### src/rtl/exg_pkg.sv
package exg_pkg;
    typedef enum logic [1:0] {
        RD_NONE   = 2'd0,
        RD_BRANCH = 2'd1,
        RD_MEMORD = 2'd2
    } rd_kind_e;
endpackage

### src/rtl/exg_scan.sv
module exg_scan
    import exg_pkg::*;
#(
    parameter int ISSUE_W = 4,
    parameter int EXEC_W  = 3,
    localparam int IC_W   = $clog2(ISSUE_W + 1),
    localparam int IDX_W  = (ISSUE_W > 1) ? $clog2(ISSUE_W) : 1
) (
    input  logic               clk,
    input  logic               rst_n,
    input  logic [ISSUE_W-1:0] vld_i,
    input  logic [ISSUE_W-1:0] sq_i,
    input  logic [ISSUE_W-1:0] mem_i,
    input  logic [ISSUE_W-1:0] ld_i,
    input  logic [ISSUE_W-1:0] st_i,
    input  logic [ISSUE_W-1:0] misp_i,
    input  logic [ISSUE_W-1:0] ptk_i,
    input  logic [ISSUE_W-1:0] viol_i,
    output logic [ISSUE_W-1:0] acc_o,
    output rd_kind_e           kind_o,
    output logic [IDX_W-1:0]   idx_o,
    output logic               ptk_hit_o,
    output logic [IC_W-1:0]    n_ld_o,
    output logic [IC_W-1:0]    n_st_o,
    output logic [IC_W-1:0]    n_alu_o,
    output logic [IC_W-1:0]    n_sq_o
);
    logic [IC_W-1:0] used;
    logic            halted;

    always_comb begin
        acc_o     = '0;
        kind_o    = RD_NONE;
        idx_o     = '0;
        ptk_hit_o = 1'b0;
        n_ld_o    = '0;
        n_st_o    = '0;
        n_alu_o   = '0;
        n_sq_o    = '0;
        used      = '0;
        halted    = 1'b0;
        for (int k = 0; k < ISSUE_W; k++) begin
            if (!halted) begin
                if (!vld_i[k] || used == IC_W'(EXEC_W)) begin
                    halted = 1'b1;
                end else begin
                    acc_o[k] = 1'b1;
                    if (sq_i[k]) begin
                        n_sq_o = n_sq_o + IC_W'(1);
                    end else begin
                        used = used + IC_W'(1);
                        if (!mem_i[k])
                            n_alu_o = n_alu_o + IC_W'(1);
                        else if (ld_i[k])
                            n_ld_o = n_ld_o + IC_W'(1);
                        else if (st_i[k])
                            n_st_o = n_st_o + IC_W'(1);
                        if (kind_o == RD_NONE) begin
                            if (misp_i[k]) begin
                                kind_o    = RD_BRANCH;
                                idx_o     = IDX_W'(k);
                                ptk_hit_o = ptk_i[k];
                            end else if (viol_i[k]) begin
                                kind_o = RD_MEMORD;
                                idx_o  = IDX_W'(k);
                            end
                        end
                    end
                end
            end
        end
    end


    exec_limit_chk: assert property (@(posedge clk) disable iff (!rst_n)
        $countones(acc_o & ~sq_i) <= EXEC_W);


    generate
        for (genvar g = 1; g < ISSUE_W; g++) begin : g_pref
            acc_prefix_chk: assert property (@(posedge clk) disable iff (!rst_n)
                acc_o[g] |-> (acc_o[g-1] && vld_i[g-1]));
        end
    endgenerate
endmodule

### src/rtl/exg_wbslot.sv
module exg_wbslot #(
    parameter int ISSUE_W  = 4,
    parameter int WB_PORTS = 2,
    parameter int WB_ROWS  = 5,
    parameter int SEQ_W    = 16,
    localparam int NPOS    = WB_PORTS * WB_ROWS
) (
    input  logic                           clk,
    input  logic                           rst_n,
    input  logic [ISSUE_W-1:0]             acc_i,
    input  logic [ISSUE_W-1:0]             sq_i,
    input  logic [ISSUE_W-1:0][SEQ_W-1:0]  seq_i,
    output logic [WB_PORTS-1:0]            commit_vld_o,
    output logic [WB_PORTS-1:0]            commit_sq_o,
    output logic [WB_PORTS-1:0][SEQ_W-1:0] commit_seq_o,
    output logic                           wb_ovf_o
);
    logic [NPOS-1:0]            v_q, v_d, sq_q, sq_d;
    logic [NPOS-1:0][SEQ_W-1:0] seq_q, seq_d;
    logic                       ovf_d, placed;

    always_comb begin
        for (int p = 0; p < NPOS; p++) begin
            if (p + WB_PORTS < NPOS) begin
                v_d[p]   = v_q[p+WB_PORTS];
                sq_d[p]  = sq_q[p+WB_PORTS];
                seq_d[p] = seq_q[p+WB_PORTS];
            end else begin
                v_d[p]   = 1'b0;
                sq_d[p]  = 1'b0;
                seq_d[p] = '0;
            end
        end
        ovf_d  = 1'b0;
        placed = 1'b0;
        for (int k = 0; k < ISSUE_W; k++) begin
            if (acc_i[k]) begin
                placed = 1'b0;
                for (int p = 0; p < NPOS; p++) begin
                    if (!placed && !v_d[p]) begin
                        v_d[p]   = 1'b1;
                        sq_d[p]  = sq_i[k];
                        seq_d[p] = seq_i[k];
                        placed   = 1'b1;
                    end
                end
                if (!placed)
                    ovf_d = 1'b1;
            end
        end
    end

    always_ff @(posedge clk) begin
        if (!rst_n) begin
            v_q      <= '0;
            sq_q     <= '0;
            seq_q    <= '0;
            wb_ovf_o <= 1'b0;
        end else begin
            v_q      <= v_d;
            sq_q     <= sq_d;
            seq_q    <= seq_d;
            wb_ovf_o <= ovf_d;
        end
    end

    always_comb begin
        for (int c = 0; c < WB_PORTS; c++) begin
            commit_vld_o[c] = v_q[c];
            commit_sq_o[c]  = sq_q[c];
            commit_seq_o[c] = seq_q[c];
        end
    end


    ovf_full_chk: assert property (@(posedge clk) disable iff (!rst_n)
        wb_ovf_o |-> (&commit_vld_o));


    generate
        for (genvar g = 1; g < WB_PORTS; g++) begin : g_lane
            lane_order_chk: assert property (@(posedge clk) disable iff (!rst_n)
                commit_vld_o[g] |-> commit_vld_o[g-1]);
        end
    endgenerate
endmodule

### src/rtl/exg_counters.sv
module exg_counters #(
    parameter int CNT_W = 16,
    parameter int IC_W  = 3
) (
    input  logic             clk,
    input  logic             rst_n,
    input  logic [IC_W-1:0]  inc_ld_i,
    input  logic [IC_W-1:0]  inc_st_i,
    input  logic [IC_W-1:0]  inc_alu_i,
    input  logic [IC_W-1:0]  inc_sq_i,
    input  logic             inc_viol_i,
    input  logic             inc_ptk_i,
    output logic [CNT_W-1:0] cnt_ld_o,
    output logic [CNT_W-1:0] cnt_st_o,
    output logic [CNT_W-1:0] cnt_alu_o,
    output logic [CNT_W-1:0] cnt_sq_o,
    output logic [CNT_W-1:0] cnt_viol_o,
    output logic [CNT_W-1:0] cnt_ptk_o
);
    always_ff @(posedge clk) begin
        if (!rst_n) begin
            cnt_ld_o   <= '0;
            cnt_st_o   <= '0;
            cnt_alu_o  <= '0;
            cnt_sq_o   <= '0;
            cnt_viol_o <= '0;
            cnt_ptk_o  <= '0;
        end else begin
            cnt_ld_o   <= cnt_ld_o   + CNT_W'(inc_ld_i);
            cnt_st_o   <= cnt_st_o   + CNT_W'(inc_st_i);
            cnt_alu_o  <= cnt_alu_o  + CNT_W'(inc_alu_i);
            cnt_sq_o   <= cnt_sq_o   + CNT_W'(inc_sq_i);
            cnt_viol_o <= cnt_viol_o + CNT_W'(inc_viol_i);
            cnt_ptk_o  <= cnt_ptk_o  + CNT_W'(inc_ptk_i);
        end
    end
endmodule

### src/rtl/exec_group_slotter.sv
module exec_group_slotter
    import exg_pkg::*;
#(
    parameter int ISSUE_W  = 4,
    parameter int EXEC_W   = 3,
    parameter int WB_PORTS = 2,
    parameter int WB_ROWS  = 5,
    parameter int PC_W     = 32,
    parameter int SEQ_W    = 16,
    parameter int CNT_W    = 16,
    parameter int INST_B   = 4
) (
    input  logic                           clk,
    input  logic                           rst_n,
    input  logic [ISSUE_W-1:0]             slot_vld_i,
    input  logic [ISSUE_W-1:0]             slot_sq_i,
    input  logic [ISSUE_W-1:0]             slot_mem_i,
    input  logic [ISSUE_W-1:0]             slot_ld_i,
    input  logic [ISSUE_W-1:0]             slot_st_i,
    input  logic [ISSUE_W-1:0]             slot_misp_i,
    input  logic [ISSUE_W-1:0]             slot_ptk_i,
    input  logic [ISSUE_W-1:0]             slot_viol_i,
    input  logic [ISSUE_W-1:0][PC_W-1:0]   slot_pc_i,
    input  logic [ISSUE_W-1:0][PC_W-1:0]   slot_npc_i,
    input  logic [ISSUE_W-1:0][SEQ_W-1:0]  slot_seq_i,
    input  logic [ISSUE_W-1:0][SEQ_W-1:0]  slot_vtag_i,
    output logic [ISSUE_W-1:0]             acc_o,
    output logic [WB_PORTS-1:0]            commit_vld_o,
    output logic [WB_PORTS-1:0]            commit_sq_o,
    output logic [WB_PORTS-1:0][SEQ_W-1:0] commit_seq_o,
    output logic                           wb_ovf_o,
    output logic                           rd_vld_o,
    output logic [SEQ_W-1:0]               rd_seq_o,
    output logic [PC_W-1:0]                rd_pc_o,
    output logic [PC_W-1:0]                rd_npc_o,
    output logic                           rd_misp_o,
    output logic                           rd_taken_o,
    output logic                           iqv_vld_o,
    output logic [SEQ_W-1:0]               iqv_seq_o,
    output logic [SEQ_W-1:0]               iqv_tag_o,
    output logic [CNT_W-1:0]               cnt_ld_o,
    output logic [CNT_W-1:0]               cnt_st_o,
    output logic [CNT_W-1:0]               cnt_alu_o,
    output logic [CNT_W-1:0]               cnt_sqskip_o,
    output logic [CNT_W-1:0]               cnt_viol_o,
    output logic [CNT_W-1:0]               cnt_ptk_o
);
    localparam int IC_W  = $clog2(ISSUE_W + 1);
    localparam int IDX_W = (ISSUE_W > 1) ? $clog2(ISSUE_W) : 1;

    rd_kind_e         kind;
    logic [IDX_W-1:0] idx;
    logic             ptk_hit;
    logic [IC_W-1:0]  n_ld, n_st, n_alu, n_sq;
    logic [PC_W-1:0]  sel_pc, sel_npc;

    exg_scan #(.ISSUE_W(ISSUE_W), .EXEC_W(EXEC_W)) u_scan (
        .clk(clk), .rst_n(rst_n),
        .vld_i(slot_vld_i), .sq_i(slot_sq_i), .mem_i(slot_mem_i),
        .ld_i(slot_ld_i), .st_i(slot_st_i), .misp_i(slot_misp_i),
        .ptk_i(slot_ptk_i), .viol_i(slot_viol_i),
        .acc_o(acc_o), .kind_o(kind), .idx_o(idx), .ptk_hit_o(ptk_hit),
        .n_ld_o(n_ld), .n_st_o(n_st), .n_alu_o(n_alu), .n_sq_o(n_sq)
    );

    exg_wbslot #(.ISSUE_W(ISSUE_W), .WB_PORTS(WB_PORTS), .WB_ROWS(WB_ROWS),
                 .SEQ_W(SEQ_W)) u_wb (
        .clk(clk), .rst_n(rst_n),
        .acc_i(acc_o), .sq_i(slot_sq_i), .seq_i(slot_seq_i),
        .commit_vld_o(commit_vld_o), .commit_sq_o(commit_sq_o),
        .commit_seq_o(commit_seq_o), .wb_ovf_o(wb_ovf_o)
    );

    exg_counters #(.CNT_W(CNT_W), .IC_W(IC_W)) u_cnt (
        .clk(clk), .rst_n(rst_n),
        .inc_ld_i(n_ld), .inc_st_i(n_st), .inc_alu_i(n_alu), .inc_sq_i(n_sq),
        .inc_viol_i(kind == RD_MEMORD), .inc_ptk_i(kind == RD_BRANCH && ptk_hit),
        .cnt_ld_o(cnt_ld_o), .cnt_st_o(cnt_st_o), .cnt_alu_o(cnt_alu_o),
        .cnt_sq_o(cnt_sqskip_o), .cnt_viol_o(cnt_viol_o), .cnt_ptk_o(cnt_ptk_o)
    );

    assign sel_pc  = slot_pc_i[idx];
    assign sel_npc = slot_npc_i[idx];

    always_ff @(posedge clk) begin
        if (!rst_n) begin
            rd_vld_o   <= 1'b0;
            rd_seq_o   <= '0;
            rd_pc_o    <= '0;
            rd_npc_o   <= '0;
            rd_misp_o  <= 1'b0;
            rd_taken_o <= 1'b0;
            iqv_vld_o  <= 1'b0;
            iqv_seq_o  <= '0;
            iqv_tag_o  <= '0;
        end else begin
            rd_vld_o   <= 1'b0;
            rd_seq_o   <= '0;
            rd_pc_o    <= '0;
            rd_npc_o   <= '0;
            rd_misp_o  <= 1'b0;
            rd_taken_o <= 1'b0;
            iqv_vld_o  <= 1'b0;
            iqv_seq_o  <= '0;
            iqv_tag_o  <= '0;
            unique case (kind)
                RD_BRANCH: begin
                    rd_vld_o   <= 1'b1;
                    rd_seq_o   <= slot_seq_i[idx];
                    rd_pc_o    <= sel_pc;
                    rd_npc_o   <= sel_npc;
                    rd_misp_o  <= 1'b1;
                    rd_taken_o <= (sel_npc != sel_pc + PC_W'(INST_B));
                end
                RD_MEMORD: begin
                    rd_vld_o  <= 1'b1;
                    rd_seq_o  <= slot_seq_i[idx];
                    rd_npc_o  <= sel_npc;
                    iqv_vld_o <= 1'b1;
                    iqv_seq_o <= slot_seq_i[idx];
                    iqv_tag_o <= slot_vtag_i[idx];
                end
                default: ;
            endcase
        end
    end


    viol_notify_chk: assert property (@(posedge clk) disable iff (!rst_n)
        iqv_vld_o |-> (rd_vld_o && !rd_misp_o && iqv_seq_o == rd_seq_o));


    misp_msg_chk: assert property (@(posedge clk) disable iff (!rst_n)
        rd_misp_o |-> (rd_vld_o && !iqv_vld_o));
endmodule

### config.mk
export PLATFORM = sky130hd
export DESIGN_NAME = exec_group_slotter
export DESIGN_NICKNAME = d
export VERILOG_FILES = /design/src/rtl/exg_pkg.sv /design/src/rtl/exg_scan.sv /design/src/rtl/exg_wbslot.sv /design/src/rtl/exg_counters.sv /design/src/rtl/exec_group_slotter.sv
export SDC_FILE = /design/constraint.sdc
export NUM_CORES = 1
export LEC_CHECK = 0
export BUFFER_PORTS_ARGS = -buffer_cell sky130_fd_sc_hd__buf_2
export CAP_MARGIN = 40
export CORE_AREA = 2 2 264 266
export DETAILED_ROUTE_END_ITERATION = 12
export DIE_AREA = 0 0 266 268
export SYNTH_ARGS = -nofsm -noshare
export SYNTH_HDL_FRONTEND = slang
export SYNTH_HIERARCHICAL = 1
export SYNTH_SLANG_ARGS = --single-unit
### constraint.sdc
create_clock -name clk -period 5.81 [get_ports clk]
set_input_delay 0.8715 -clock clk [delete_from_list [all_inputs] [get_ports clk]]
set_output_delay 0.8715 -clock clk [all_outputs]
set_load 0.05 [all_outputs]
==> results of run 1 <==
[synthesized netlist by cell type (21+ instances only)]
cell / count / share of area
nand2_1: 157 / 0.024
mux4_2: 64 / 0.058
a211oi_1: 111 / 0.034
nor2_1: 337 / 0.051
mux4_1: 30 / 0.032
clkbuf_1: 172 / 0.026
nor3_1: 27 / 0.0055
xnor2_1: 55 / 0.020
a21oi_1: 195 / 0.040
and2_1: 159 / 0.040
o21ai_0: 76 / 0.015
buf_4: 47 / 0.014
dfxtp_1: 393 / 0.32
a211o_1: 21 / 0.0075
ha_1: 33 / 0.017
a211oi_2: 21 / 0.011
mux2i_1: 248 / 0.10
nand4_1: 44 / 0.011
xor2_1: 53 / 0.019
nand3_1: 57 / 0.012
a31oi_1: 21 / 0.0053
buf_2: 57 / 0.012
inv_1: 34 / 0.0052
[final timing paths]
check                                   startpoint                  to
worst max-delay path                 slot_vld_i[0]          rd_taken_o
worst min-delay path            u_cnt/cnt_ld_o[15]  u_cnt/cnt_ld_o[15]
worst max register to register         u_wb/v_q[3]     u_wb/seq_q[156]
worst min register to register  u_cnt/cnt_ld_o[15]  u_cnt/cnt_ld_o[15]
[layout make-up]
class                   count  area (µm²)
well taps                 882        1100
clock buffers              67        1390
fillers                  6717       38000
clock inverters            20         234
repair buffers            762        4130
flip-flops and latches    393        7870
multi-input cells        2035       15300
inverters                  36         138
diodes                     27        67.6
[state kept, by name, indices dropped and copies added (netlist names), 10 cells and up]
register,flops
u_cnt/cnt_viol_o,16
u_cnt/cnt_st_o,16
u_wb/commit_seq_o,32
u_cnt/cnt_sq_o,16
rd_npc_o,32
iqv_seq_o,16
u_cnt/cnt_ptk_o,16
rd_seq_o,16
u_wb/v_q,10
u_cnt/cnt_alu_o,16
u_cnt/cnt_ld_o,16
rd_pc_o,32
iqv_tag_o,16
u_wb/seq_q,128
u_wb/sq_q,10
[worst reg2reg max path: cells and delay by family, from the launching register on]
kind	cells	cell delay (ns)
simple gates	3	1.58
flops	1	0.86
buf+inv	2	0.56
compound gates	4	0.89
[cell families after synthesis]
logic type               Yosys count  synth area share
buffers and inverters            343            0.0676
AND/OR/NAND/NOR                  930             0.192
adder cells (fa/ha/maj)           39            0.0209
flip-flops                       393             0.319
AO/OA/AOI/OAI                    605             0.166
XOR/XNOR                         110            0.0397
multiplexers                     351             0.195
[through the flow]
stage | hold WS, ns | worst slack [ns] | utilization | cells
6_report | 0.476 | 0.653 | 0.443 | 4222
3_3_place_gp | 0.454 | 0.129 | 0.417 | 4105
4_1_cts | 0.478 | 0.698 | 0.442 | 4195
3_5_place_dp | 0.469 | 0.0516 | 0.418 | 4108
2_1_floorplan | 0.626 | 0.119 | - | 2771
5_1_grt | 0.516 | 0.238 | 0.442 | 4213
[layer usage]
metal / GRT usage / vias to the layer above / wire (µm)
met3: 0.0668 / 232 / 8740
met5: 0 / - / 105
met4: 0.142 / 14 / 5030
met1: 0.354 / 11597 / 43000
li1: - / 11043 / -
met2: 0.473 / 1132 / 51300
[layout by cell type, fill, tap and decap left out, drive strengths merged, types with 54 or more instances in the layout]
master	n
a21oi	197
clkbuf	67
mux2i	248
buf	762
nand3	57
nor2	339
o21ai	90
dfxtp	393
nand2	161
xnor2	56
and2	161
mux4	94
xor2	54
a211oi	132
[where the power goes]
part	total [W]	internal (W)	switching, W
sequential	0.00276	0.00275	0.0000184
combinational	0.00113	0.000387	0.000742
clock	0.00315	0.00186	0.00129
total	0.00704	0.00499	0.00205
==> flow_metrics.tcl, run 1 <==
set metrics [dict create \
    status "finished clean" \
    finalHoldViolCount 0 \
    reg2reg_depth 9 \
    avgSynthCellArea_um2 8.90 \
    critical_path_class "in2reg" \
    cp_cell_sequence "buf_2 > nor2b_1 > ha_1 > nand2b_1 > and3_1 > ha_1 > nor3b_1 > o21ai_1 > nor4_4 > nand2_1 > o32ai_4 > buf_12 > mux4_1 > nand3_1 > nor4_1 > nand4_1 > a211oi_1 > o2111ai_1 > nor4b_2 > a21boi_1" \
    synth-seq-cells 393 \
    pin_count 671 \
    yosys_warnings 6 \
    cpMaxStageDelayCell "nor4_1" \
    dp_hpwl_mm 80.3 \
    start_util 0.362 \
    crit_family "simple AND/OR/NAND/NOR gates" \
    wire_per_inst_um 25.6 \
    cp_common_cell "ha_1" \
    place_area_um2 28500 \
    drc 0 \
    vias 24018 \
    postCtsSetupRepairBufs 0 \
    power_leakage_nw 13.0 \
    drt-total-wl_mm 108 \
    setup_viol 0 \
    power_w 0.00704 \
    end_kind "register" \
    ys_seq_area_frac 0.319 \
    period_needed_ns 5.16 \
    clk_latency_ns 0.60 \
    die_area_um2 71300 \
    worst-r2r-setup-slack_ns 1.86 \
    design_area_um2 30200 \
    ant_nets 0 \
    cts_root_buffer "clkbuf_16" \
    cts_tree "done" \
    nets 3731 \
    ctsResizeCount 0 \
    synth_cells 2771 \
    grt_max_degree 57 \
    overflow 0 \
    synth_cell_types 105 \
    setup-tns-final_ns 0 \
    rows 96 \
    grt_pass1_vias 22051 \
    finClkSkew_ns 0.0294 \
    tightestPinTransition_ns 0.971 \
    clock_sinks 393 \
    synth_edf_count 0 \
    clkTransAtPathRegs_ns 0.06 \
    rsz0062_at_grt "no" \
    antenna_found_initial 39 \
    critPathBufInv 2 \
    power_density_nw_per_um2 233 \
    gp_congestion 0.949 \
    worst-path-max-fanout 19 \
    drive_gt1_frac 0.302 \
    grt_pass1_wl_mm 153 \
    grt.total_usage 0.288 \
    drv_slew 0 \
    hold_path.class "reg2reg" \
    worstPathRequired_ns 6.29 \
    syn_area_um2 24700 \
    period_share 0.888 \
    max_stage_delay_ns 0.51 \
    worstSetupStartpointType "input pin" \
    async_flop_share 0 \
    drv_cap 0 \
    synth_nets 3226 \
    crit_cells 20 \
    ir_drop_uv 144 \
    synthToLayoutAreaGrowth_pct 22.4 \
    port_buffers 670 \
    synth_flop_cell "dfxtp_1" \
    fmax_ghz 0.194 \
    htree_levels 2 \
    cts_max_path_buffers 3 \
    cts-buffers-inserted 48 \
    die_w_um 266 \
    viasPerCell 5.69 \
    cp.arrival_ns 5.64 \
    cts_hold_buf 0 \
    drt_iter0_drc 2128 \
    drtPass1Iterations 5 \
    die_h_um 268 \
    min_path_cells 2 \
    core-area_um2 68200 \
    maxSlewHeadroom 0.351 \
]
Note: power is estimated with default switching activity, not from simulation.
==> run 2: changes to the inputs <==
GPL_TIMING_DRIVEN = 1   (was unset)
REMOVE_ABC_BUFFERS = 1   (was unset)
SLEW_MARGIN = 20   (was unset)
==> run 2 against run 1 <==
Net effect: final area up 0.34%; first-iteration DRC count rose by 0.56%; global-route usage fell by 2.2 points; clock power down 2%; critical path depth increased by 3; non-clock buffer count is 6 higher; hold slack got worse by 0.0053 ns; setup slack worse by 0.22 ns; die area unchanged; register-to-register slack gained 0.18 ns; fmax decreased by 4.0%; critical endpoint unchanged.
==> flow_metrics.tcl, run 2 (synthesized netlist as in run 1, its figures left out) <==
set metrics [dict create \
    cts_hold_buf 0 \
    drv_cap 0 \
    worstPathRequired_ns 6.29 \
    rows 96 \
    worst-r2r-setup-slack_ns 2.04 \
    cts_root_buffer "clkbuf_16" \
    finalWorstSetupSlack_ns 0.437 \
    detailedPlace.worstSlack_ns -0.0845 \
    grt_use_met2 0.453 \
    clkTransAtPathRegs_ns 0.06 \
    core-area_um2 68200 \
    tightestPinTransition_ns 0.861 \
    vias 23817 \
    overflow 0 \
    antenna_found_initial 36 \
    start_util 0.362 \
    hold_path.class "reg2reg" \
    drv_slew 0 \
    power_density_nw_per_um2 229 \
    port_buffers 670 \
    finalHoldViolCount 0 \
    ant_nets 0 \
    busiest_layer "met2" \
    nets 3735 \
    die_w_um 266 \
    cts-buffers-inserted 46 \
    viasPerCell 5.65 \
    worst_hold_slack_ns 0.470 \
    drt-total-wl_mm 99.9 \
    dp_hpwl_mm 73.1 \
    power_leakage_nw 13.1 \
    use_met1 0.322 \
    grt_max_degree 148 \
    cts_max_path_buffers 3 \
    final_cell_mix "670 x buf_2, 393 x dfxtp_1, 337 x nor2_1" \
    drtPass1Iterations 8 \
    maxSlewHeadroom 0.426 \
    drive_gt1_frac 0.303 \
    wire_per_inst_um 23.7 \
    postCtsSetupRepairBufs 0 \
    min_path_cells 2 \
    gp_congestion 0.938 \
    period_share 0.925 \
    end_kind "register" \
    clk_latency_ns 0.63 \
    fmax_ghz 0.186 \
    ctsResizeCount 0 \
    grt_pass1_wl_mm 144 \
    grt_pass1_vias 21996 \
    worstSetupStartpointType "input pin" \
    drt_iter0_drc 2140 \
    setup_viol 0 \
    largest_register_ffs 128 \
    ir_drop_uv 208 \
    drc 0 \
    rsz0062_at_grt "no" \
    pin_count 671 \
    final_common_cell "buf_2" \
    worst-path-max-fanout 18 \
    die_area_um2 71300 \
    cp.arrival_ns 5.85 \
    placedCellCount 4111 \
    reg2reg_depth 8 \
    status "finished clean" \
    cts_tree "done" \
    grt.total_usage 0.265 \
    finClkSkew_ns 0.0290 \
    synthToLayoutAreaGrowth_pct 22.8 \
    clock_sinks 393 \
    critical_path_class "in2reg" \
    top_register "u_wb/seq_q" \
    die_h_um 268 \
    period_needed_ns 5.37 \
    final_cells 4214 \
    grtUsageMet3 0.0456 \
    htree_levels 2 \
]
[run 2: cell types whose count changed in the layout (fill, tap and decap cells not counted), moves of 2 or more]
| cell | change |
|---|---|
| clkbuf_16 | -3 |
| clkinv_4 | -2 |
| buf_16 | +2 |
| buf_4 | -2 |
| diode_2 | -9 |
| buf_12 | +4 |
| clkinv_16 | +3 |
[run 2: final timing paths]
check / start / endpoint
setup / recovery: slot_vld_i[0] / rd_taken_o
hold reg to reg: u_cnt/cnt_ld_o[15] / u_cnt/cnt_ld_o[15]
setup reg to reg: u_wb/v_q[4] / u_wb/seq_q[118]
hold / removal: u_cnt/cnt_ld_o[15] / u_cnt/cnt_ld_o[15]
[run 2: worst max-delay path, cell delays in order]
cell and delay [ns]:
buf_2 0.10, nor2b_1 0.13, ha_1 0.31, nand2b_1 0.14, and3_1 0.17, ha_1 0.21, nand4bb_1 0.22, a311oi_1 0.07
o311ai_1 0.38, nand2_1 0.21, o32ai_4 0.32, buf_12 0.23, buf_4 0.23, mux4_1 0.43, nand4_2 0.19, nor4_1 0.50
buf_4 0.22, nand4_1 0.11, mux2i_1 0.21, buf_4 0.14, nand4_1 0.10, nor4b_2 0.22, a21boi_1 0.09
[run 2: through the flow]
stage / utilization / TNS [ns] / total power (W) / area [µm²]
global route: 0.444 / 0 / 0.00715 / 30300
finish: 0.444 / 0 / 0.00693 / 30300
detailed placement: 0.419 / -0.0845 / 0.00389 / 28600
floorplan: - / -1132.42 / 0.00342 / 23100
global placement: 0.417 / -0.0324 / 0.00388 / 28500
CTS: 0.443 / 0 / 0.00698 / 30200
[run 2: layer usage]
metal | part of all wire | wire length [µm]
met5 | 0.0010 | 103
met4 | 0.056 | 5620
met3 | 0.068 | 6820
met2 | 0.48 | 47800
met1 | 0.40 | 39500
[run 2: layout make-up]
type	instances	area (µm²)
clock inverter	19	303
sequential	393	7870
multi-input combinational	2035	15300
antenna	18	45.0
inverter	36	138
fill	6675	37900
tap	882	1100
timing repair buffer	768	4270
clock buffer	63	1310
[run 2: where the power goes]
| part | switching (W) | internal (W) |
|---|---|---|
| clock network | 0.00128 | 0.00181 |
| logic | 0.000691 | 0.000386 |
| registers | 0.0000168 | 0.00274 |
| total | 0.00199 | 0.00494 |
